[src/rtl/ovfp_slot.sv]
// One event-count slot with its drain timer and a registered compare stage.
module ovfp_slot #(
   parameter int CNT_W = 10,
   parameter int TMR_W = 20
) (
   input  logic             clk,
   input  logic             rst_n,
   input  logic             load,
   input  logic [CNT_W-1:0] load_val,
   input  logic [TMR_W-1:0] delay,
   output logic [CNT_W-1:0] cnt,
   output logic             en
);
   logic [TMR_W-1:0] tmr;
   logic             hit_q;   // registered result of timer >= delay

   always_ff @(posedge clk or negedge rst_n) begin
      if (!rst_n) begin
         cnt   <= '0;
         en    <= 1'b0;
         tmr   <= '0;
         hit_q <= 1'b0;
      end else if (load) begin
         cnt   <= load_val;
         en    <= 1'b1;
         tmr   <= '0;
         hit_q <= 1'b0;
      end else begin
         if (hit_q) begin
            cnt <= '0;
            en  <= 1'b0;
         end
         if (en && !hit_q && (tmr != '1))
            tmr <= tmr + TMR_W'(1);
         hit_q <= en && !hit_q && (tmr >= delay);
      end
   end
endmodule

[src/rtl/ovfp_sum.sv]
// Adds the slot counts together.
module ovfp_sum #(
   parameter int CNT_W = 10,
   parameter int NSLOT = 4,
   parameter int SUM_W = CNT_W + 3
) (
   input  logic [NSLOT-1:0][CNT_W-1:0] slot_cnt,
   output logic [SUM_W-1:0]            sum
);
   always_comb begin
      sum = '0;
      for (int i = 0; i < NSLOT; i++)
         sum = sum + SUM_W'(slot_cnt[i]);
   end
endmodule

[src/rtl/ovfp_gate.sv]
// Current-event counter, limit compare, strobe gating and sticky flags.
module ovfp_gate #(
   parameter int CNT_W = 10,
   parameter int SUM_W = CNT_W + 3
) (
   input  logic             clk,
   input  logic             rst_n,
   input  logic             strobe_in,
   input  logic             eoe_in,
   input  logic             abort_in,
   input  logic             ignore_abort,
   input  logic             clear_ovf,
   input  logic [SUM_W-1:0] slot_sum,
   input  logic [CNT_W-1:0] max_cnt,
   output logic             strobe_out,
   output logic [CNT_W-1:0] cur_cnt,
   output logic [CNT_W-1:0] move_val,
   output logic             at_limit,
   output logic             overflow,
   output logic             abort_flag
);
   logic [SUM_W-1:0] total;

   assign total      = slot_sum + SUM_W'(cur_cnt);
   assign at_limit   = total >= SUM_W'(max_cnt);
   assign strobe_out = strobe_in && !at_limit && !overflow;
   assign move_val   = cur_cnt + CNT_W'(strobe_out);

   always_ff @(posedge clk or negedge rst_n) begin
      if (!rst_n) begin
         cur_cnt    <= '0;
         overflow   <= 1'b0;
         abort_flag <= 1'b0;
      end else begin
         if (eoe_in)
            cur_cnt <= '0;
         else if (strobe_out)
            cur_cnt <= cur_cnt + CNT_W'(1);

         if (clear_ovf)
            overflow <= 1'b0;
         else if (strobe_in && at_limit)
            overflow <= 1'b1;

         if (clear_ovf)
            abort_flag <= 1'b0;
         else if (abort_in && !ignore_abort)
            abort_flag <= 1'b1;
      end
   end
endmodule

[src/rtl/ovfp_status.sv]
// Packs the read-back words; the layout is defined for four 10-bit slots.
module ovfp_status #(
   parameter int CNT_W = 10,
   parameter int NSLOT = 4,
   parameter int PTR_W = 2
) (
   input  logic [NSLOT-1:0][CNT_W-1:0] slot_cnt,
   input  logic [NSLOT-1:0]            slot_en,
   input  logic [CNT_W-1:0]            cur_cnt,
   input  logic [PTR_W-1:0]            evt_idx,
   input  logic                        at_limit,
   input  logic                        overflow,
   output logic [31:0]                 status1,
   output logic [31:0]                 status2
);
   generate
      if (NSLOT != 4 || CNT_W != 10 || PTR_W != 2) begin : g_bad
         $error("ovfp_status: layout needs NSLOT=4, CNT_W=10");
      end else begin : g_std
         assign status1 = {2'b00, slot_cnt[1], slot_cnt[0], cur_cnt};
         assign status2 = {4'b0000, slot_en, evt_idx, at_limit, overflow,
                           slot_cnt[3], slot_cnt[2]};
      end
   endgenerate
endmodule

[src/rtl/ovf_predictor.sv]
module ovf_predictor #(
   parameter int CNT_W = 10,
   parameter int TMR_W = 20,
   parameter int NSLOT = 4
) (
   input  logic                   clk,
   input  logic                   rst_n,
   input  logic [TMR_W+CNT_W-1:0] cfg_word,
   input  logic                   strobe_in,
   input  logic                   eoe_in,
   input  logic                   abort_in,
   input  logic                   ignore_abort,
   input  logic                   clear_ovf,
   output logic                   strobe_out,
   output logic                   overflow,
   output logic                   abort_flag,
   output logic [31:0]            status1,
   output logic [31:0]            status2
);
   localparam int PTR_W = $clog2(NSLOT);
   localparam int SUM_W = CNT_W + $clog2(NSLOT + 1);

   generate
      if (NSLOT < 2 || (1 << PTR_W) != NSLOT) begin : g_chk_slots
         $error("ovf_predictor: NSLOT must be a power of two");
      end
      if (TMR_W < 1 || CNT_W < 1) begin : g_chk_w
         $error("ovf_predictor: widths must be positive");
      end
   endgenerate

   logic [TMR_W-1:0]            delay;
   logic [CNT_W-1:0]            max_cnt;
   logic [NSLOT-1:0][CNT_W-1:0] slot_cnt;
   logic [NSLOT-1:0]            slot_en;
   logic [SUM_W-1:0]            slot_sum;
   logic [CNT_W-1:0]            cur_cnt;
   logic [CNT_W-1:0]            move_val;
   logic                        at_limit;
   logic [PTR_W-1:0]            evt_idx;

   assign delay   = cfg_word[TMR_W-1:0];
   assign max_cnt = cfg_word[TMR_W+CNT_W-1:TMR_W];

   always_ff @(posedge clk or negedge rst_n) begin
      if (!rst_n)
         evt_idx <= '0;
      else if (eoe_in)
         evt_idx <= evt_idx + PTR_W'(1);
   end

   for (genvar i = 0; i < NSLOT; i++) begin : g_slot
      ovfp_slot #(.CNT_W(CNT_W), .TMR_W(TMR_W)) u_slot (
         .clk      (clk),
         .rst_n    (rst_n),
         .load     (eoe_in && (evt_idx == PTR_W'(i))),
         .load_val (move_val),
         .delay    (delay),
         .cnt      (slot_cnt[i]),
         .en       (slot_en[i])
      );
   end

   ovfp_sum #(.CNT_W(CNT_W), .NSLOT(NSLOT), .SUM_W(SUM_W)) u_sum (
      .slot_cnt (slot_cnt),
      .sum      (slot_sum)
   );

   ovfp_gate #(.CNT_W(CNT_W), .SUM_W(SUM_W)) u_gate (
      .clk          (clk),
      .rst_n        (rst_n),
      .strobe_in    (strobe_in),
      .eoe_in       (eoe_in),
      .abort_in     (abort_in),
      .ignore_abort (ignore_abort),
      .clear_ovf    (clear_ovf),
      .slot_sum     (slot_sum),
      .max_cnt      (max_cnt),
      .strobe_out   (strobe_out),
      .cur_cnt      (cur_cnt),
      .move_val     (move_val),
      .at_limit     (at_limit),
      .overflow     (overflow),
      .abort_flag   (abort_flag)
   );

   ovfp_status #(.CNT_W(CNT_W), .NSLOT(NSLOT), .PTR_W(PTR_W)) u_status (
      .slot_cnt (slot_cnt),
      .slot_en  (slot_en),
      .cur_cnt  (cur_cnt),
      .evt_idx  (evt_idx),
      .at_limit (at_limit),
      .overflow (overflow),
      .status1  (status1),
      .status2  (status2)
   );
endmodule

[config.mk]
export PLATFORM = sky130hd
export DESIGN_NAME = ovf_predictor
export DESIGN_NICKNAME = d
export VERILOG_FILES = /design/src/rtl/ovfp_slot.sv /design/src/rtl/ovfp_sum.sv /design/src/rtl/ovfp_gate.sv /design/src/rtl/ovfp_status.sv /design/src/rtl/ovf_predictor.sv
export SDC_FILE = /design/constraint.sdc
export NUM_CORES = 1
export LEC_CHECK = 0
export ABC_AREA = 1
export BUFFER_PORTS_ARGS = -buffer_cell sky130_fd_sc_hd__buf_2
export CORE_MARGIN = 4
export CORE_UTILIZATION = 25
export CTS_CLUSTER_SIZE = 24
export DETAILED_ROUTE_END_ITERATION = 16
export GPL_TIMING_DRIVEN = 0
export PLACE_DENSITY = 0.48
export SYNTH_ARGS = -nofsm -noshare
export SYNTH_HDL_FRONTEND = slang
export SYNTH_SLANG_ARGS = --single-unit
[constraint.sdc]
create_clock -name clk -period 6.6 [get_ports clk]
set_input_delay 0.66 -clock clk [delete_from_list [all_inputs] [get_ports clk]]
set_output_delay 0.66 -clock clk [all_outputs]
set_load 0.01 [all_outputs]
==> metrics.md, run 1 <==
| Metric | Value |
|---|---|
| Total power | between 4 and 5 mW |
| Most common cell on crit path | inv_1 |
| CTS sink count | roughly 140 |
| Leading area contributor after synthesis | dfrtp_1 |
| Final Slew Violations | 0 |
| Max_cap viols | 0 |
| CTS root buf | clkbuf_16 |
| WL final | 36.8 mm |
| Final Util | between 20% and 30% |
| Row count | 78 |
| Worst Hold Class | input pin to asynchronous set/reset pin |
| Fin crit period | just over 6 ns |
| Final Cell Area | roughly 14000 sq um |
| Switching part of the total | 43.0% |
| Headroom to the max-slew limit | 33.2% |
| Post-synthesis sequential area ratio | between 30% and 40% |
| Delay of the slowest critical-path stage | roughly 0.50 ns |
| Ys Warns | 0 |
| CP Max Fanout | 4 |
| Req. time, crit path | a little under 7 ns |
| #FFs+latches synth | ~140 |
| HPWL Detailed | 29.1 mm |
| DIE AREA | between 40000 and 50000 sq um |
| Clock group share of total power | roughly 27% |
| Mean area per synthesized cell | 7.61 sq um |
| Fin crit share | 94.0% |
| Diodes inserted | 0 |
| Crit start category | flip-flop |
| CP endpoint kind | flip-flop |
| P_sw | ~1.8 mW |
| Crit-path slowest cell | fa_1 |
| Status | finished clean |
| FMAX | ~160 MHz |
| Worst Path Class, Setup | flip-flop to flip-flop |
| Vias per inst | ~4.7 |
| Post-Synthesis Cells | 1507 |
| Filler Cells Inserted | roughly 5000 |
| Ports | 104 |
| Crit path arrival time | around 6.5 ns |
| Drc violations | 0 |
| Post-synth top area share | 31.0% |
| Slew @ Worst Pin | between 0.9 and 1 ns |
| Leakage power total | around 6.6 nW |
| Clk_lat worst skew | 0.46 ns |
| Placed Instance Area | ~13000 sq um |
| Fraction of layout cells with a size suffix above 1 | approximately 14% |
| Wire per inst | around 16 microns |
| Antenna violations before repair | 0 |
| Clk slew on worst S/H paths | approximately 0.07 ns |
| Core area | around 45000 sq um |
| Area of the multi-input gates | 6930 sq um |
| Internal power | between 2 and 2.5 mW |
| Cts hold-fix bufs | 0 |
| Grt ovf | 0 |
| Largest net degree at the start of global routing | approximately 80 |
| Area grow syn2layout | 18.7% |
| Pwr/cell area | between 300 and 400 nW/um^2 |
| Final setup vio count | 0 |
| Antenna-violating nets left | 0 |
| First-pass GRT wire length | 58.3 mm |
| Initial Util | between 20% and 30% |
| CTS max path bufs | 2 |
| Final-stage net count | around 1800 |
| Mapped cell area | 11500 sq um |
| Num CTS Buffers | 17 |
| H-tree levels | 4 |
| Sequential Area | about 3600 sq um |
| Setup Skew | 0.0130 ns |
| Vias | about 11000 |
| CP top delay family | adder cells |
| Top post-synthesis cells by area | dfrtp_1 (31%), ha_1 (13%), nand2_1 (8.9%), inv_1 (6.8%), nand3_1 (5.5%) |
| CTS tree | yes |
| Fin. Hold Viols | 0 |
| Port Buf Inserts | 96 |
| First drt pass iteration count | 4 |
| Die X | approximately 220 microns |
| Combinational cell fraction of total power | a little over two fifths |
| Flop pwr share | ~29% |
| Die Y | between 200 and 250 microns |
| Yosys cell types | 38 |
| CP Buf/Inv Count | 8 |
| Vias in the first global route | roughly 10000 |
| Max VDD drop | ~0.00016 V |
| Violation count after the first detailed-route iteration | between 500 and 600 |
| Final estimated routing congestion in global placement | approximately 0.9 |
| Total track usage | about 15% |
## path summary, 6_finish.rpt
check                                   startpoint                       to  slack (ns)  cells after the start
max                        g_slot[1].u_slot.cnt[0]  g_slot[0].u_slot.cnt[6]        0.40                     37
min                                          rst_n  g_slot[1].u_slot.tmr[2]        0.17                      1
max reg2reg                g_slot[1].u_slot.cnt[0]  g_slot[0].u_slot.cnt[6]        0.40                     37
min reg2reg                      u_gate.abort_flag        u_gate.abort_flag        0.51                      2
max in group asynchronous                    rst_n  g_slot[1].u_slot.cnt[5]        5.63                      2
min in group clk                         clear_ovf          u_gate.overflow        0.36                      2
## cells in the mapped netlist, drive strengths merged
| cell type | n |
|---|---|
| o2111ai | 1 |
| buf | 23 |
| o21ai | 129 |
| clkinv | 2 |
| o22ai | 8 |
| o21bai | 2 |
| conb | 1 |
| nor4 | 13 |
| o21a | 1 |
| o211ai | 1 |
| dfrtp | 142 |
| xnor2 | 11 |
| a21oi | 56 |
| a211oi | 7 |
| nand3b | 23 |
| nand2 | 280 |
| nor3 | 56 |
| fa | 21 |
| and2 | 1 |
| xor2 | 55 |
| nor2 | 117 |
| nand4 | 57 |
| clkbuf | 20 |
| ha | 123 |
| nand3 | 126 |
| inv | 228 |
| or2 | 3 |
## metrics by stage
stage / worst slack (ns) / hold slack, ns / TNS (ns) / std cells
6_report: 0.399 / 0.174 / 0 / 2248
3_3_place_gp: -0.471 / 0.486 / -7.29 / 2208
5_1_grt: -0.0257 / 0.228 / -0.0538 / 2248
3_5_place_dp: -0.617 / 0.495 / -11.36 / 2209
4_1_cts: 0.0554 / 0.200 / 0 / 2245
2_1_floorplan: 0.632 / 0.364 / 0 / 1512
## state kept, by name, indices dropped and copies added, names as in the netlist
name,count
g_slot.u_slot.hit_q,4
g_slot.u_slot.en,4
g_slot.u_slot.cnt,40
evt_idx,2
u_gate.cur_cnt,10
u_gate.overflow,1
u_gate.abort_flag,1
g_slot.u_slot.tmr,80
## power groups by stage
stage               Combinational, mW  Clock [mW]  Sequential, mW
CTS                              1.80        1.13            1.20
global placement                 1.75           0            1.21
floorplan                        1.16           0            1.17
detailed placement               1.78           0            1.21
finish                           1.79        1.10            1.20
global route                     2.08        1.16            1.22
## repair_timing
| item | CTS | global route |
|---|---|---|
| hold endpoints to repair | 0 | 0 |
| pin swaps | 3 | 9 |
| buffers inserted | 4 | 3 |
| gates resized for setup | 11 | 25 |
| setup endpoints to repair | 37 | 33 |
## final cells by class
type	count	share of cell area, %
timing repair buffer	104	4.19
sequential	142	26.1
clock buffer	18	3.23
inverter	230	6.34
multi-input combinational	1097	51.0
tap	600	5.52
clock inverter	14	1.59
buffer	43	2.06
## routing by layer
layer,vias up,wire length [microns],part of all wire [%],GRT usage [%]
met5,-,0,0,0
met3,52,1670,4.5,2.77
met4,0,1210,3.3,6.04
met2,198,17100,46,24.3
met1,5012,16900,46,19.8
li1,5262,-,-,-
## worst register-to-register path, delay by kind of cell, from the launching register on
family	cells	cell delay (ns)
AND/OR/NAND/NOR	14	1.33
XOR/XNOR	3	0.61
buffers and inverters	8	0.72
flip-flops	1	0.41
adder cells (fa/ha/maj)	8	2.45
AO/OA/AOI/OAI	4	0.53
## layout by cell type, fill, tap and decap left out, types with 3 or more instances in the layout
master and instances:
nor4_1 10, o21ai_0 77, nor2_1 111, nand3b_1 23, clkbuf_16 17, or2_2 3
conb_1 6, ha_4 4, xnor2_1 10, inv_2 20, o21ai_1 42, buf_4 20
inv_1 208, o22ai_1 8, o21ai_2 10, clkinv_4 3, a211oi_1 7, bufinv_16 5
nand4_1 57, nand2_1 269, fa_1 20, clkbuf_1 19, a21oi_1 54, nor2_2 4
ha_1 117, nand2_4 6, xor2_1 52, buf_2 95, clkinvlp_4 4, dfrtp_1 142
buf_6 8, nor3_1 54, nand3_1 125, nand2_2 5
## kinds of logic after synthesis
logic type	count (synthesis)	share of synthesized area (%)
flops	142	31.0
fa+ha+maj	144	17.1
xor+xnor	66	5.04
other cells	1	0.0327
buf+inv	273	9.89
simple gates	676	27.3
compound gates	205	9.61
(Power assumes the default switching activity.)
==> run 2, diff against run 1 <==
Settings changed: CORE_ASPECT_RATIO set to 1.4.
==> run 2 against run 1 <==
Against the previous run: clock skew decreased by 0.0045 ns; cell count increased by 0.36%; non-clock buffer count decreased by 3; maximum frequency decreased by 1.2%; worst setup slack got worse by 0.074 ns; routed wire length increased by 3.1%; critical path depth unchanged; utilization decreased by 0.28 points; first-iteration DRC count increased by 25%; combinational power decreased by 4%; critical path type unchanged; largest power group unchanged; highest routed layer unchanged.
==> metrics.md, run 2 (synthesis results as in run 1) <==
| Metric | Value |
|---|---|
| First-pass GRT wire length | slightly above 60 mm |
| Grt ovf | 0 |
| Diodes inserted | 0 |
| Vias per inst | about 4.7 |
| Row count | 92 |
| CP endpoint kind | flip-flop |
| Crit start category | flip-flop |
| Die X | about 190 microns |
| FMAX | around 160 MHz |
| First drt pass iteration count | 7 |
| HPWL Detailed | ~30 mm |
| Fin crit share | a little over nine tenths |
| Fin. Hold Viols | 0 |
| Vias in the first global route | 10900 |
| Most frequent cells in the layout | nand2_1 (270), inv_1 (209), dfrtp_1 (142) |
| Violation count after the first detailed-route iteration | roughly 630 |
| WL final | roughly 38 mm |
| Pwr/cell area | 286 nW/um^2 |
| Setup TNS | 0 ns |
| Core area | between 40000 and 50000 sq um |
| Final setup vio count | 0 |
| Antenna-violating nets left | 0 |
| Delay of the slowest critical-path stage | 0.50 ns |
| Antenna violations before repair | 0 |
| Headroom to the max-slew limit | 48.2% |
| Post-Layout Cell Count | approximately 2300 |
| Initial Util | roughly a quarter |
| Most common cell on crit path | inv_1 |
| Final WS setup | about 0.32 ns |
| Ports | 104 |
| CTS tree | yes |
| Largest register FFs | 80 |
| Status | finished clean |
| Crit-path slowest cell | fa_1 |
| CTS sink count | 142 |
| Worst Hold Class | input pin to asynchronous set/reset pin |
| CP Max Fanout | 6 |
| Clk slew on worst S/H paths | around 0.070 ns |
| Final estimated routing congestion in global placement | approximately 0.89 |
| Leakage power total | 6.58 nW |
| Fraction of layout cells with a size suffix above 1 | a little over an eighth |
| Clk_lat worst skew | 0.44 ns |
| Max_cap viols | 0 |
| Pre-CTS setup slack | -0.663 ns |
| Top reg by flops | g_slot.u_slot.tmr |
| Req. time, crit path | 6.90 ns |
| Largest net degree at the start of global routing | a little under 100 |
| CTS root buf | clkbuf_16 |
| Wire per inst | 16.8 microns |
| Num CTS Buffers | 17 |
| Total track usage | 15.5% |
| # placed instances | roughly 2200 |
| Vias | about 11000 |
| Worst Path Class, Setup | flip-flop to flip-flop |
| Commonest non-fill, non-tap cell in the layout | nand2_1 |
| Total power | 3.84 mW |
| Drc violations | 0 |
| Area grow syn2layout | 17.2% |
| Top Registers | g_slot.u_slot.tmr: 80 flops, g_slot.u_slot.cnt: 40 flops, u_gate.cur_cnt: 10 flops |
| Final Slew Violations | 0 |
| H-tree levels | 4 |
| Fin crit period | 6.28 ns |
| Slew @ Worst Pin | between 0.7 and 0.8 ns |
| CTS max path bufs | 2 |
| Crit path arrival time | about 6.6 ns |
| Final-stage net count | roughly 1800 |
| Port Buf Inserts | 96 |
| Setup Skew | 0.00841 ns |
| DIE AREA | 49400 sq um |
| Die Y | ~260 microns |
| Max VDD drop | between 0.0003 and 0.0004 V |
| Filler Cells Inserted | around 5000 |
[run 2: changes by cell type in the layout (fill, tap and decap cells not counted), sizes merged]
cell,before,now
buf,127,124
clkinv,7,10
bufinv,5,1
inv,228,229
clkbuf,38,37
clkinvlp,4,5
[run 2: worst paths after layout]
path,from,end,slack (ns),depth (start not counted)
max in group asynchronous,rst_n,g_slot[3].u_slot.en,5.60,2
worst min register to register,u_gate.abort_flag,u_gate.abort_flag,0.51,2
worst max-delay path,g_slot[1].u_slot.cnt[0],g_slot[0].u_slot.cnt[6],0.32,37
worst max register to register,g_slot[1].u_slot.cnt[0],g_slot[0].u_slot.cnt[6],0.32,37
worst min-delay path,rst_n,g_slot[0].u_slot.tmr[14],0.11,1
min in group clk,clear_ovf,u_gate.overflow,0.37,2
[run 2: critical path, delay by kind of cell, from the launching register on]
kind	cells	cell delay [ns]
AND/OR/NAND/NOR	14	1.38
XOR/XNOR	3	0.60
AO/OA/AOI/OAI	4	0.55
buffers and inverters	8	0.68
flip-flops	1	0.43
adder cells (fa/ha/maj)	8	2.45
[run 2: power by group]
part | total, mW | switching, mW | internal (mW)
clock | 0.935 | 0.420 | 0.515
sequential | 1.19 | 0.181 | 1.01
combinational | 1.71 | 1.09 | 0.618
total | 3.84 | 1.69 | 2.15
[run 2: metal layers]
layer  GRT usage [%]  vias to the layer above  wire length (microns)
met4            5.14                        0                   1030
met1            18.5                     5092                  16300
li1                -                     5254                      -
met5               0                        -                      0
met3            3.48                       53                   1850
met2            27.6                      218                  18800
[run 2: final cells by class]
type | count | area (sq um) | share of cell area, %
Buffer | 43 | 280 | 2.09
Clock buffer | 17 | 425 | 3.17
Clock inverter | 15 | 124 | 0.922
Inverter | 230 | 863 | 6.43
Multi-Input combinational cell | 1097 | 6880 | 51.2
Sequential cell | 142 | 3550 | 26.4
Tap cell | 611 | 764 | 5.69
Timing Repair Buffer | 101 | 548 | 4.08
[run 2: repair_timing]
action / CTS / global route
buffers inserted: 1 / 3
resized for setup: 15 / 9
setup endpoints to repair: 38 / 30
hold buffers: 0 / 0
gates cloned: 0 / 0
pin swaps: 1 / 6
[run 2: stage by stage]
stage	utilization, %	cell area [sq um]	hold WS [ns]
2_1_floorplan	-	11500	0.364
3_3_place_gp	28.1	12700	0.486
3_5_place_dp	28.2	12800	0.494
4_1_cts	29.6	13400	0.111
5_1_grt	29.7	13400	0.125
6_report	29.7	13400	0.107
